**src/rtl/adc_sched_pkg.sv**
```systemverilog
package adc_sched_pkg;
  localparam int unsigned CODE_W    = 4;
  localparam int unsigned CODE_LAST = 9;

  typedef enum logic [1:0] {
    ST_IDLE = 2'd0,
    ST_SCAN = 2'd1,
    ST_CONV = 2'd2
  } seq_state_e;
endpackage

```
**src/rtl/adc_slot_pick.sv**
```systemverilog
module adc_slot_pick #(
  parameter int unsigned NSLOT = 16,
  parameter int unsigned CW    = adc_sched_pkg::CODE_W,
  localparam int unsigned IW   = $clog2(NSLOT),
  localparam int unsigned PW   = IW + 1
) (
  input  logic [NSLOT-1:0]    bitmap_i,
  input  logic [NSLOT*CW-1:0] codes_i,
  input  logic [PW-1:0]       from_i,
  output logic                found_o,
  output logic [IW-1:0]       idx_o
);
  logic [NSLOT-1:0] code_ok;

  for (genvar g = 0; g < NSLOT; g++) begin : g_ok
    assign code_ok[g] = codes_i[g*CW +: CW] <= CW'(adc_sched_pkg::CODE_LAST);
  end

  // lowest enabled, valid slot at or above from_i
  always_comb begin
    found_o = 1'b0;
    idx_o   = '0;
    for (int i = NSLOT - 1; i >= 0; i--) begin
      if (PW'(i) >= from_i && bitmap_i[i] && code_ok[i]) begin
        found_o = 1'b1;
        idx_o   = IW'(i);
      end
    end
  end
endmodule

```
**src/rtl/adc_avg_acc.sv**
```systemverilog
module adc_avg_acc #(
  parameter int unsigned DW       = 12,
  parameter int unsigned MAX_LOG2 = 8,
  localparam int unsigned AW      = DW + MAX_LOG2,
  localparam int unsigned CNTW    = MAX_LOG2 + 1,
  localparam int unsigned LW      = $clog2(MAX_LOG2 + 1)
) (
  input  logic          clk_i,
  input  logic          rst_ni,
  input  logic          clr_i,
  input  logic          smp_i,
  input  logic [DW-1:0] data_i,
  input  logic [LW-1:0] log2_i,
  output logic          last_o,
  output logic [DW-1:0] avg_o
);
  logic [AW-1:0]   acc_q, sum_nxt;
  logic [CNTW-1:0] cnt_q, cnt_lim;
  logic [LW-1:0]   k;

  assign k       = (log2_i > LW'(MAX_LOG2)) ? LW'(MAX_LOG2) : log2_i;
  assign cnt_lim = ({{(CNTW-1){1'b0}}, 1'b1} << k) - CNTW'(1);
  assign sum_nxt = acc_q + AW'(data_i);
  assign last_o  = smp_i && (cnt_q == cnt_lim);
  assign avg_o   = DW'(sum_nxt >> k);

  always_ff @(posedge clk_i or negedge rst_ni) begin
    if (!rst_ni) begin
      acc_q <= '0;
      cnt_q <= '0;
    end else if (clr_i || last_o) begin
      acc_q <= '0;
      cnt_q <= '0;
    end else if (smp_i) begin
      acc_q <= sum_nxt;
      cnt_q <= cnt_q + CNTW'(1);
    end
  end

  assert_cnt_bound_R7: assert property (@(posedge clk_i) disable iff (!rst_ni)
    cnt_q <= cnt_lim || clr_i || $changed(log2_i) || !$stable(k));
endmodule

```
**src/rtl/adc_res_fifo.sv**
```systemverilog
module adc_res_fifo #(
  parameter int unsigned WW    = 16,
  parameter int unsigned DEPTH = 32,
  localparam int unsigned AW   = $clog2(DEPTH),
  localparam int unsigned LVW  = AW + 1
) (
  input  logic           clk_i,
  input  logic           rst_ni,
  input  logic           push_i,
  input  logic [WW-1:0]  wdata_i,
  input  logic           pop_i,
  output logic [WW-1:0]  rdata_o,
  output logic           empty_o,
  output logic [LVW-1:0] level_o,
  output logic           ovf_o
);
  logic [WW-1:0]  mem [DEPTH];
  logic [AW-1:0]  wp_q, rp_q;
  logic [LVW-1:0] lvl_q;
  logic           ovf_q, full, push_ok, pop_ok;

  assign full    = lvl_q == LVW'(DEPTH);
  assign push_ok = push_i && !full;
  assign pop_ok  = pop_i && lvl_q != '0;
  assign rdata_o = mem[rp_q];
  assign empty_o = lvl_q == '0;
  assign level_o = lvl_q;
  assign ovf_o   = ovf_q;

  always_ff @(posedge clk_i) begin
    if (push_ok) mem[wp_q] <= wdata_i;
  end

  always_ff @(posedge clk_i or negedge rst_ni) begin
    if (!rst_ni) begin
      wp_q  <= '0;
      rp_q  <= '0;
      lvl_q <= '0;
      ovf_q <= 1'b0;
    end else begin
      if (push_ok) wp_q <= (wp_q == AW'(DEPTH - 1)) ? '0 : wp_q + AW'(1);
      if (pop_ok)  rp_q <= (rp_q == AW'(DEPTH - 1)) ? '0 : rp_q + AW'(1);
      lvl_q <= lvl_q + LVW'(push_ok) - LVW'(pop_ok);
      if (push_i && full) ovf_q <= 1'b1;
    end
  end

  assert_level_bound_R8: assert property (@(posedge clk_i) disable iff (!rst_ni)
    lvl_q <= LVW'(DEPTH));
  assert_ovf_sticky_R8: assert property (@(posedge clk_i) disable iff (!rst_ni)
    ovf_q |=> ovf_q);
  assert_full_push_drop_R8: assert property (@(posedge clk_i) disable iff (!rst_ni)
    (full && push_i && !pop_i) |=> (lvl_q == LVW'(DEPTH) && ovf_q));
endmodule

```
**src/rtl/adc_sched_seq.sv**
```systemverilog
module adc_sched_seq #(
  parameter int unsigned NSLOT    = 16,
  parameter int unsigned DW       = 12,
  parameter int unsigned DEPTH    = 32,
  parameter int unsigned MAX_LOG2 = 8,
  localparam int unsigned CW      = adc_sched_pkg::CODE_W,
  localparam int unsigned IW      = $clog2(NSLOT),
  localparam int unsigned PW      = IW + 1,
  localparam int unsigned LVW     = $clog2(DEPTH) + 1,
  localparam int unsigned LW      = $clog2(MAX_LOG2 + 1),
  localparam int unsigned FW      = IW + DW
) (
  input  logic              clk_i,
  input  logic              rst_ni,
  input  logic              en_i,
  input  logic              cont_mode_i,
  input  logic              start_i,
  input  logic              tmr_trig_i,
  input  logic              to_fifo_i,
  input  logic [NSLOT-1:0]  bitmap_i,
  input  logic [NSLOT*CW-1:0] slot_cfg_i,
  input  logic [LW-1:0]     avg_log2_i,
  output logic              conv_req_o,
  output logic [CW-1:0]     conv_ch_o,
  input  logic              conv_done_i,
  input  logic [DW-1:0]     conv_data_i,
  input  logic [IW-1:0]     res_slot_i,
  output logic [DW-1:0]     res_data_o,
  output logic              pass_done_o,
  input  logic              fifo_pop_i,
  output logic [FW-1:0]     fifo_data_o,
  output logic              fifo_empty_o,
  output logic [LVW-1:0]    fifo_level_o,
  input  logic [LVW-1:0]    fifo_thr_i,
  output logic              dma_req_o,
  output logic              fifo_ovf_o
);
  import adc_sched_pkg::*;

  seq_state_e    st_q;
  logic [PW-1:0] ptr_q;
  logic          done_q;
  logic [DW-1:0] res_q [NSLOT];

  logic          found, smp, last, launch, to_fifo, push, wr_reg;
  logic [IW-1:0] pick_idx, cur;
  logic [DW-1:0] avg;
  logic [PW-1:0] ptr_nxt;

  assign cur     = ptr_q[IW-1:0];
  assign smp     = (st_q == ST_CONV) && conv_done_i;
  assign launch  = en_i && (bitmap_i != '0) && (cont_mode_i || start_i || tmr_trig_i);
  assign to_fifo = cont_mode_i || to_fifo_i;
  assign push    = last && to_fifo;
  assign wr_reg  = last && !to_fifo;
  assign ptr_nxt = {1'b0, cur} + PW'(1);

  adc_slot_pick #(.NSLOT(NSLOT), .CW(CW)) u_pick (
    .bitmap_i (bitmap_i),
    .codes_i  (slot_cfg_i),
    .from_i   (ptr_q),
    .found_o  (found),
    .idx_o    (pick_idx)
  );

  adc_avg_acc #(.DW(DW), .MAX_LOG2(MAX_LOG2)) u_avg (
    .clk_i  (clk_i),
    .rst_ni (rst_ni),
    .clr_i  (st_q == ST_SCAN),
    .smp_i  (smp),
    .data_i (conv_data_i),
    .log2_i (avg_log2_i),
    .last_o (last),
    .avg_o  (avg)
  );

  adc_res_fifo #(.WW(FW), .DEPTH(DEPTH)) u_fifo (
    .clk_i   (clk_i),
    .rst_ni  (rst_ni),
    .push_i  (push),
    .wdata_i ({cur, avg}),
    .pop_i   (fifo_pop_i),
    .rdata_o (fifo_data_o),
    .empty_o (fifo_empty_o),
    .level_o (fifo_level_o),
    .ovf_o   (fifo_ovf_o)
  );

  always_ff @(posedge clk_i or negedge rst_ni) begin
    if (!rst_ni) begin
      st_q   <= ST_IDLE;
      ptr_q  <= '0;
      done_q <= 1'b0;
    end else begin
      done_q <= 1'b0;
      if (!en_i) begin
        st_q <= ST_IDLE;
      end else begin
        unique case (st_q)
          ST_IDLE: if (launch) begin
            st_q  <= ST_SCAN;
            ptr_q <= '0;
          end
          ST_SCAN: if (found) begin
            st_q  <= ST_CONV;
            ptr_q <= {1'b0, pick_idx};
          end else if (cont_mode_i) begin
            ptr_q <= '0;
          end else begin
            st_q   <= ST_IDLE;
            done_q <= 1'b1;
          end
          ST_CONV: if (last) begin
            st_q  <= ST_SCAN;
            ptr_q <= ptr_nxt;
          end
          default: st_q <= ST_IDLE;
        endcase
      end
    end
  end

  always_ff @(posedge clk_i or negedge rst_ni) begin
    if (!rst_ni) begin
      for (int i = 0; i < NSLOT; i++) res_q[i] <= '0;
    end else if (wr_reg) begin
      res_q[cur] <= avg;
    end
  end

  assign conv_req_o  = st_q == ST_CONV;
  assign conv_ch_o   = slot_cfg_i[cur*CW +: CW];
  assign res_data_o  = res_q[res_slot_i];
  assign pass_done_o = done_q;
  assign dma_req_o   = (fifo_level_o != '0) && (fifo_level_o >= fifo_thr_i);

  assert_req_valid_code_R3: assert property (@(posedge clk_i) disable iff (!rst_ni)
    conv_req_o |-> (conv_ch_o <= CW'(CODE_LAST)));
  assert_req_slot_enabled_R2: assert property (@(posedge clk_i) disable iff (!rst_ni)
    conv_req_o |-> bitmap_i[cur] || $changed(bitmap_i));
  assert_done_single_R4: assert property (@(posedge clk_i) disable iff (!rst_ni)
    pass_done_o |=> !pass_done_o);
  assert_done_idle_R4: assert property (@(posedge clk_i) disable iff (!rst_ni)
    pass_done_o |-> !conv_req_o);
  assert_disable_stop_R10: assert property (@(posedge clk_i) disable iff (!rst_ni)
    !en_i |=> (!conv_req_o && !pass_done_o));
  assert_dma_level_R9: assert property (@(posedge clk_i) disable iff (!rst_ni)
    dma_req_o |-> !fifo_empty_o);
endmodule

```
**config.mk**
```make
export PLATFORM = sky130hd
export DESIGN_NAME = adc_sched_seq
export DESIGN_NICKNAME = d
export VERILOG_FILES = /design/src/rtl/adc_sched_pkg.sv /design/src/rtl/adc_slot_pick.sv /design/src/rtl/adc_avg_acc.sv /design/src/rtl/adc_res_fifo.sv /design/src/rtl/adc_sched_seq.sv
export SDC_FILE = /design/constraint.sdc
export NUM_CORES = 1
export LEC_CHECK = 0
export BUFFER_PORTS_ARGS = -buffer_cell sky130_fd_sc_hd__buf_2
export CAP_MARGIN = 30
export CORE_UTILIZATION = 35
export DETAILED_ROUTE_END_ITERATION = 16
export GPL_TIMING_DRIVEN = 0
export MAX_ROUTING_LAYER = met4
export SETUP_SLACK_MARGIN = 0.05
export SLEW_MARGIN = 20
export SYNTH_ARGS = -nofsm -noshare
export SYNTH_HDL_FRONTEND = slang
export SYNTH_HIERARCHICAL = 1
export SYNTH_SLANG_ARGS = --single-unit
```
**constraint.sdc**
```tcl
create_clock -name clk_i -period 6.15 [get_ports clk_i]
set_input_delay 1.23 -clock clk_i [delete_from_list [all_inputs] [get_ports clk_i]]
set_output_delay 1.23 -clock clk_i [all_outputs]
set_load 0.01 [all_outputs]
```
### After elaboration in Yosys (flattened, before gate mapping)

Memories as Yosys holds them, arrays and structs flattened.
Cells that the tools add are included.

| cells by class | value |
|---|---|
| $lt $le $gt $ge | 37 |
| bitwise gates (word level) | 2 |
| shift-type cells | 3 |
| muxes and demuxes | 62 |
| eq/ne operators | 12 |
| add/sub/neg operators | 8 |
| reduce and logical (&&, ||, !) cells | 57 |

Operators with widths:

| operator | count |
|---|---|
| $bwmux W192 | 1 |
| $mux W4 | 17 |
| $le A4 B4 Y1 const B | 16 |
| $shiftx A64 B7 Y4 | 1 |
| $bmux W12 S4 | 1 |
| $demux W12 S4 | 1 |
| $logic_and A1 B1 Y1 | 43 |
| $ge A4 B5 Y1 const A | 8 |
| $mux W20 | 2 |
| $mux W12 | 3 |
| $mux W5 | 6 |
| $mux W1 | 22 |
| $add A20 B12 Y20 | 1 |
| $ge A3 B5 Y1 const A | 4 |
| $shr A20 B4 Y12 | 1 |
| $mux W9 | 2 |
| $reduce_bool A16 Y1 | 1 |
| $pmux W5 S3 | 1 |
| $add A5 B1 Y5 const B | 2 |
| $eq A5 B5 Y1 const B | 2 |
| $ge A1 B5 Y1 const A | 2 |
| $ge A2 B5 Y1 const A | 2 |
| $ge A5 B5 Y1 const B | 2 |
| $mux W2 | 5 |
| 29 further kinds | 35 |

| storage, ports and cells | value |
|---|---|
| output and inout port bits | 43 |
| register bits | 246 |
| memories kept | 1 |
| bits in writable memories | 512 |

Memory list:

| name | depth | bits a word | rd ports | clocked after memory_dff | wr ports | RTL line | text |
|---|---|---|---|---|---|---|---|
| u_fifo.mem | 32 | 16 | 1 | 0 | 1 | adc_res_fifo.sv:17 | `logic [WW-1:0] mem [DEPTH];` |

### Depth between registers and ports, before layout

| depth | value |
|---|---|
| depth in word-level cells | 22 |
| depth in mapped cells | 23 |

### By module

The synthesis kept the hierarchy.

By module, submodules not included:

| module | cells each | instances | area each (sq um) | seq. area each (sq um) |
|---|---|---|---|---|
| adc_res_fifo | 1167 | 1 | 21116.5 | 15800.2 |
| adc_sched_seq | 622 | 1 | 9934.5 | 5004.8 |
| adc_avg_acc | 365 | 1 | 2964.1 | 725.7 |
| adc_slot_pick | 92 | 1 | 571.8 | 0.0 |

### Worst setup path before layout

OpenSTA, ideal clock, no wires.

| path | value |
|---|---|
| kind | input to register |
| start | in conv_data_i[0] |
| end | reg res_q[102] in the netlist's numbering |
| stages on the path | 13 |
| required time | 6085 ps |
| setup time | 65 ps |
| slack | 808 ps |
| buffers on the path | 1 |
| arrival time | 5277 ps |
| path through | ha_1 > inv_1 > fa_1 > nand2b_1 > a21oi_2 > nand2b_4 > xor2_1 > mux2i_1 > a221oi_1 > nor2_1 > a211oi_1 > clkbuf_1 > mux2_2 |

| on the way | value |
|---|---|
| longest elaborated chain between the ends | 3 |

Ends and longest elaborated chain:

| item | RTL line | text |
|---|---|---|
| start: declaration | adc_sched_seq.sv:26 | `input logic [DW-1:0] conv_data_i,` |
| $add A20 B12 Y20 | adc_avg_acc.sv:23 | `assign sum_nxt = acc_q + AW'(data_i);` |
| $shr A20 B4 Y12 | adc_avg_acc.sv:25 | `assign avg_o = DW'(sum_nxt >> k);` |
| named net avg[6] | adc_sched_seq.sv:47 | `logic [DW-1:0] avg;` |
| $bwmux W192 | adc_sched_seq.sv:127 | `res_q[cur] <= avg;` |
| end signal: indexed assignment | adc_sched_seq.sv:127 |  |
| end: declaration | adc_sched_seq.sv:43 | `logic [DW-1:0] res_q [NSLOT];` |

The timed path passes the listed nets, and every way through them passes these cells.
A chain may end at the register's enable or synchronous reset.

### Final worst setup path

| path | value |
|---|---|
| start | in avg_log2_i[0] |
| end | reg u_fifo.lvl_q[4] (netlist: u_fifo/level_o[4]) |

| on the way | value |
|---|---|
| longest elaborated chain between the ends | 10 |

Ends and longest elaborated chain:

| item | RTL line | text |
|---|---|---|
| start: declaration | adc_sched_seq.sv:22 | `input logic [LW-1:0] avg_log2_i,` |
| $gt A4 B4 Y1 | adc_avg_acc.sv:21 | `assign k = (log2_i > LW'(MAX_LOG2)) ? LW'(MAX_LOG2) : log2_i;` |
| $mux W4 * | adc_avg_acc.sv:21 |  |
| $shl A1 B4 Y9 * | adc_avg_acc.sv:22 | `assign cnt_lim = ({{(CNTW-1){1'b0}}, 1'b1} << k) - CNTW'(1);` |
| $sub A9 B1 Y9 * | adc_avg_acc.sv:22 |  |
| $eq A9 B9 Y1 * | adc_avg_acc.sv:24 | `assign last_o = smp_i && (cnt_q == cnt_lim);` |
| $logic_and A1 B1 Y1 * | adc_avg_acc.sv:24 |  |
| named net last | adc_sched_seq.sv:45 | `logic found, smp, last, launch, to_fifo, push, wr_reg;` |
| $logic_and A1 B1 Y1 * | adc_sched_seq.sv:54 | `assign push = last && to_fifo;` |
| named net push | adc_sched_seq.sv:45 |  |
| $logic_and A1 B1 Y1 * | adc_res_fifo.sv:23 | `assign push_ok = push_i && !full;` |
| $add A6 B1 Y6 * | adc_res_fifo.sv:43 | `lvl_q <= lvl_q + LVW'(push_ok) - LVW'(pop_ok);` |
| $sub A6 B1 Y6 * | adc_res_fifo.sv:43 |  |
| end signal: assignment | adc_res_fifo.sv:43 |  |
| end: declaration | adc_res_fifo.sv:19 | `logic [LVW-1:0] lvl_q;` |

Mark *: on every way through the listed nets, which the timed path passes. The rest lies on a longest branch.

==> out/results.md <==
| Step | Quantity | Reported |
|---|---|---|
| detailed routing | Sum of met2 wire segment lengths after detailed routing | 44.8 mm |
| grt | Antenna violations before repair | 1 |
| grt | Pin count of the biggest net entering global routing | 91 |
| cts | Post-CTS setup repair buffer count | 0 |
| synthesis | Async SR Flop Fraction | 32.5% |
| timing | Setup_tns | 0 ns |
| floorplan | Total die area | 0.100 mm2 |
| cts | CTS Sinks | 758 |
| synthesis | Synthesis warning total | 6 |
| detailed routing | Routed via count | 21100 |
| grt | Via count of the first global-routing pass | 21700 |
| floorplan | X dimension of the die | 316 um |
| synthesis | Synth Register Bits | 758 |
| floorplan | Initial Utilization | 35.6% |
| place | Instance count after placement with tap cells included | 3736 |
| synthesis | Sequential area share after synthesis | 62.3% |
| synthesis | Most used flip-flop cell after synthesis | sky130_fd_sc_hd__edfxtp_1 |
| flow run | Count of max-cap constraint violations | 0 |
| critical path | Largest driver fanout on the critical path | 10 |
| critical path | CP Cell Sequence | buf_2 > clkbuf_1 > nor2b_1 > buf_2 > nand2_1 > ha_1 > xnor2_1 > nor3b_1 > nand4_1 > nor4_2 > buf_4 > nor2b_2 > nor2b_1 > buf_2 > inv_2 > ha_1 > inv_1 > ha_1 > inv_1 > fa_1 > inv_1 > a21oi_1 > o21bai_1 > xor2_1 |
| detailed routing | Met3 wire length | 5.63 mm |
| detailed routing | Top layer used by detailed routing | met4 |
| cts | Number of buffers inserted during clock tree synthesis | 82 |
| cts | Number of buffers inserted by hold repair at cts | 0 |
| pwr | Leak | 16.1 nW |
| critical path | R2R Setup Slk | 0.99 ns |
| cells and area | Final nets | 2705 |
| grt | Total global routing track utilization | 19.0% |
| timing | Final worst path period share | 92.9% |
| synthesis | Post-synthesis average cell area | 15.4 um2 |
| grt | Wire length of the first global-routing pass | 138 mm |
| timing | Worst slew pin tran | 0.881 ns |
| timing | Peak Freq | 175 MHz |
| pwr | IR Drop Worst-Case VDD | 0.000196 V |
| cts | CTS clk-pin slew, worst paths | 0.06 ns |
| place | Detailed placer's ending HPWL | 66.7 mm |
| floorplan | Floorplan die height | 316 um |
| cts | TritonCTS clock tree | built |
| timing | Number of max-slew violations in the final report | 0 |
| critical path | Crit path capture type | register |
| timing | Hold Vio Cnt, Final | 0 |
| place | Gp weighted congestion | 0.884 |
| timing | Final period demand of the worst path | 5.72 ns |
| critical path | Critical Path Start Type | input pin |
| timing | Fin Clk Skew | 0.0354 ns |
| detailed routing | Residual DRC | 0 |
| place | Setup slack at placement | -0.656 ns |
| critical path | Cell type group with the largest total delay on the critical path | simple AND/OR/NAND/NOR gates |
| synthesis | Nets in the synthesized netlist | 2407 |
| synthesis | Post-synth cell types | 93 |
| pwr | P per Cell Area | 369 mW/mm2 |
| synthesis | Gate count after technology mapping | 2246 |
| place | Number of buffers inserted by port buffering | 155 |
| cells and area | P&R area growth vs syn | 17.9% |
| detailed routing | DR pass1 iterations | 7 |
| timing | Final Worst Setup Slack | 0.434 ns |
| timing | Hold_ws | 0.465 ns |
| grt | Remaining global-route overflow | 0 |
| critical path | Endpoint arrival time on the critical path | 6.29 ns |
| timing | Unrepaired setup endpoints after global routing | no |
| cts | Root Buffer | sky130_fd_sc_hd__clkbuf_16 |
| floorplan | Core region area | 0.0973 mm2 |
| outcome | Result of the run | finished clean |
| critical path | Peak per-stage delay on the critical path | 0.42 ns |
| detailed routing | Number of nets with antenna violations after routing | 0 |
| critical path | Slowest-stage cell, CP | sky130_fd_sc_hd__nor2b_1 |
| timing | Remaining max-slew budget at the tightest pin | 41.3% |
| critical path | Number of buffer and inverter stages on the critical path | 9 |
| cts | H-Tree Level Count | 3 |
| detailed routing | Final routed wire length divided by cell count | 23.8 um |
| cells and area | Layout cells sized above 1 | 31.0% |
| cts | Max Root-Sink Buffers | 3 |
| detailed routing | Wire length after detailed routing | 92.5 mm |
| cells and area | Final instance count without filler cells | 3886 |
| synthesis | Post-synth EDFFs | 512 |
| floorplan | Row count | 114 |
| min path | Type of the most critical hold path | in -> async |
| detailed routing | Post-route met1 wirelength | 40.3 mm |
| floorplan | I/O Pins | 158 |
| critical path | CP required | 6.72 ns |
| timing | Final setup violating endpoints | 0 |
| cts | Worst skew pair latency | 0.66 ns |
| critical path | Setup Crit Path Kind | in -> reg |
| synthesis | Synthesized area | 0.0346 mm2 |
| detailed routing | 1st-iter DRT viols | 1790 |
| detailed routing | Via count normalized by instance count | 5.44 |
==> metrics by stage <==
stage,utilization (%),area [um2],total power [mW]
after global placement,38.0,37000,9.95
final,41.9,40800,15.1
after detailed placement,39.1,38100,10.2
after global routing,41.9,40800,15.6
after floorplan,-,34600,8.41
after CTS,41.9,40800,15.2
==> worst paths after layout <==
check	start	endpoint	cells after the start
hold reg to reg	u_fifo/ovf_o	u_fifo/ovf_o	1
max in group asynchronous	rst_ni	u_fifo/wp_q[1]	3
setup reg to reg	st_q[0]	u_fifo/level_o[4]	21
hold / removal	rst_ni	res_q[65]	1
setup / recovery	avg_log2_i[0]	u_fifo/level_o[4]	24
min in group clk_i	u_fifo/ovf_o	u_fifo/ovf_o	1
==> where the power goes <==
part / switching (mW) / leakage (nW) / total, mW / internal [mW]
combinational: 2.72 / 6.75 / 4.25 / 1.54
sequential: 0.143 / 8.09 / 5.93 / 5.78
clock: 2.09 / 1.31 / 4.88 / 2.79
total: 4.95 / 16.1 / 15.1 / 10.1
==> routing by layer <==
layer | vias to the layer above | GRT usage (%)
met2 | 679 | 30.7
met1 | 11000 | 25.1
met5 | - | -
met3 | 110 | 2.96
met4 | 0 | 4.86
li1 | 9362 | -
==> state kept, by name, summed over array words and instances (netlist names) <==
signal and flops:
u_fifo/ovf_o 1, u_fifo/rp_q 5, u_avg/acc_q 20, st_q 2, pass_done_o 1, u_avg/cnt_q 9
u_fifo/wp_q 5, ptr_q 5, u_fifo/level_o 6, res_q 192, u_fifo/mem 512
==> cells by family (layout without fill, tap and decap cells) <==
| group | count (synthesis) | count (layout) | share of synthesized area [%] |
|---|---|---|---|
| AO/OA/AOI/OAI | 293 | 293 | 6.33 |
| XOR/XNOR | 42 | 42 | 1.06 |
| adder cells (fa/ha/maj) | 46 | 46 | 1.71 |
| buffers and inverters | 173 | 536 | 2.84 |
| flip-flops | 758 | 758 | 62.3 |
| multiplexers | 555 | 555 | 19.8 |
| other | 0 | 1 | 0 |
| AND/OR/NAND/NOR | 379 | 379 | 6.05 |
==> final cells by class <==
class                           instances  area [um2]
Fill cell                            8716       56500
Sequential cell                       758       21500
Multi-Input combinational cell       1315       12300
Clock buffer                          104        2210
Timing Repair Buffer                  214        1680
Tap cell                             1276        1600
Buffer                                139         855
Clock inverter                         45         482
Inverter                               34         128
Antenna cell                            1        2.50
==> cells in the mapped netlist (6+ instances only) <==
| master | instances | share of area, % |
|---|---|---|
| sky130_fd_sc_hd__edfxtp_1 | 512 | 44 |
| sky130_fd_sc_hd__mux2i_1 | 275 | 8.0 |
| sky130_fd_sc_hd__dfrtp_1 | 246 | 18 |
| sky130_fd_sc_hd__mux2_2 | 196 | 6.4 |
| sky130_fd_sc_hd__a22oi_1 | 123 | 2.7 |
| sky130_fd_sc_hd__nor2_1 | 107 | 1.2 |
| sky130_fd_sc_hd__mux4_2 | 81 | 5.3 |
| sky130_fd_sc_hd__nand2_1 | 81 | 0.88 |
| sky130_fd_sc_hd__buf_2 | 52 | 0.75 |
| sky130_fd_sc_hd__ha_1 | 44 | 1.6 |
| sky130_fd_sc_hd__nand4_1 | 41 | 0.74 |
| sky130_fd_sc_hd__clkbuf_1 | 35 | 0.38 |
| sky130_fd_sc_hd__inv_1 | 33 | 0.36 |
| sky130_fd_sc_hd__o21ai_0 | 33 | 0.48 |
| sky130_fd_sc_hd__a21oi_1 | 30 | 0.43 |
| sky130_fd_sc_hd__buf_4 | 30 | 0.65 |
| sky130_fd_sc_hd__nand3_1 | 21 | 0.30 |
| sky130_fd_sc_hd__xnor2_1 | 21 | 0.53 |
| sky130_fd_sc_hd__xor2_1 | 21 | 0.53 |
| sky130_fd_sc_hd__and3_1 | 19 | 0.34 |
| sky130_fd_sc_hd__buf_6 | 17 | 0.55 |
| sky130_fd_sc_hd__nor2b_1 | 15 | 0.27 |
| sky130_fd_sc_hd__nor3_1 | 12 | 0.17 |
| sky130_fd_sc_hd__nand2b_1 | 11 | 0.20 |
| sky130_fd_sc_hd__a211oi_1 | 10 | 0.22 |
| sky130_fd_sc_hd__a21o_1 | 10 | 0.22 |
| sky130_fd_sc_hd__a21oi_2 | 9 | 0.23 |
| sky130_fd_sc_hd__o211ai_1 | 9 | 0.20 |
| sky130_fd_sc_hd__nor4_1 | 8 | 0.14 |
| sky130_fd_sc_hd__a22oi_2 | 7 | 0.25 |
| sky130_fd_sc_hd__and4bb_1 | 7 | 0.25 |
| sky130_fd_sc_hd__o31ai_1 | 7 | 0.15 |
| sky130_fd_sc_hd__a31oi_1 | 6 | 0.11 |
| sky130_fd_sc_hd__and2_1 | 6 | 0.11 |
| sky130_fd_sc_hd__o22ai_1 | 6 | 0.11 |
| sky130_fd_sc_hd__or3_1 | 6 | 0.11 |
==> placed cells by master (no fill, tap or decap), drive strengths merged, types with 13 or more instances in the layout <==
cell    instances
edfxtp        512
buf           317
mux2i         275
dfrtp         246
mux2          198
clkbuf        140
a22oi         130
nor2          109
mux4           82
nand2          82
ha             44
nand4          43
a21oi          39
inv            38
o21ai          35
clkinv         34
nand3          23
xor2           21
xnor2          21
and3           19
nor2b          15
nor3           13
nand2b         13
==> repair_timing <==
item	CTS	global route
gates resized for setup	1	2
endpoints found under the setup margin	2	2
pin swaps	0	0
No activity file was read; power rests on OpenSTA's default activity.
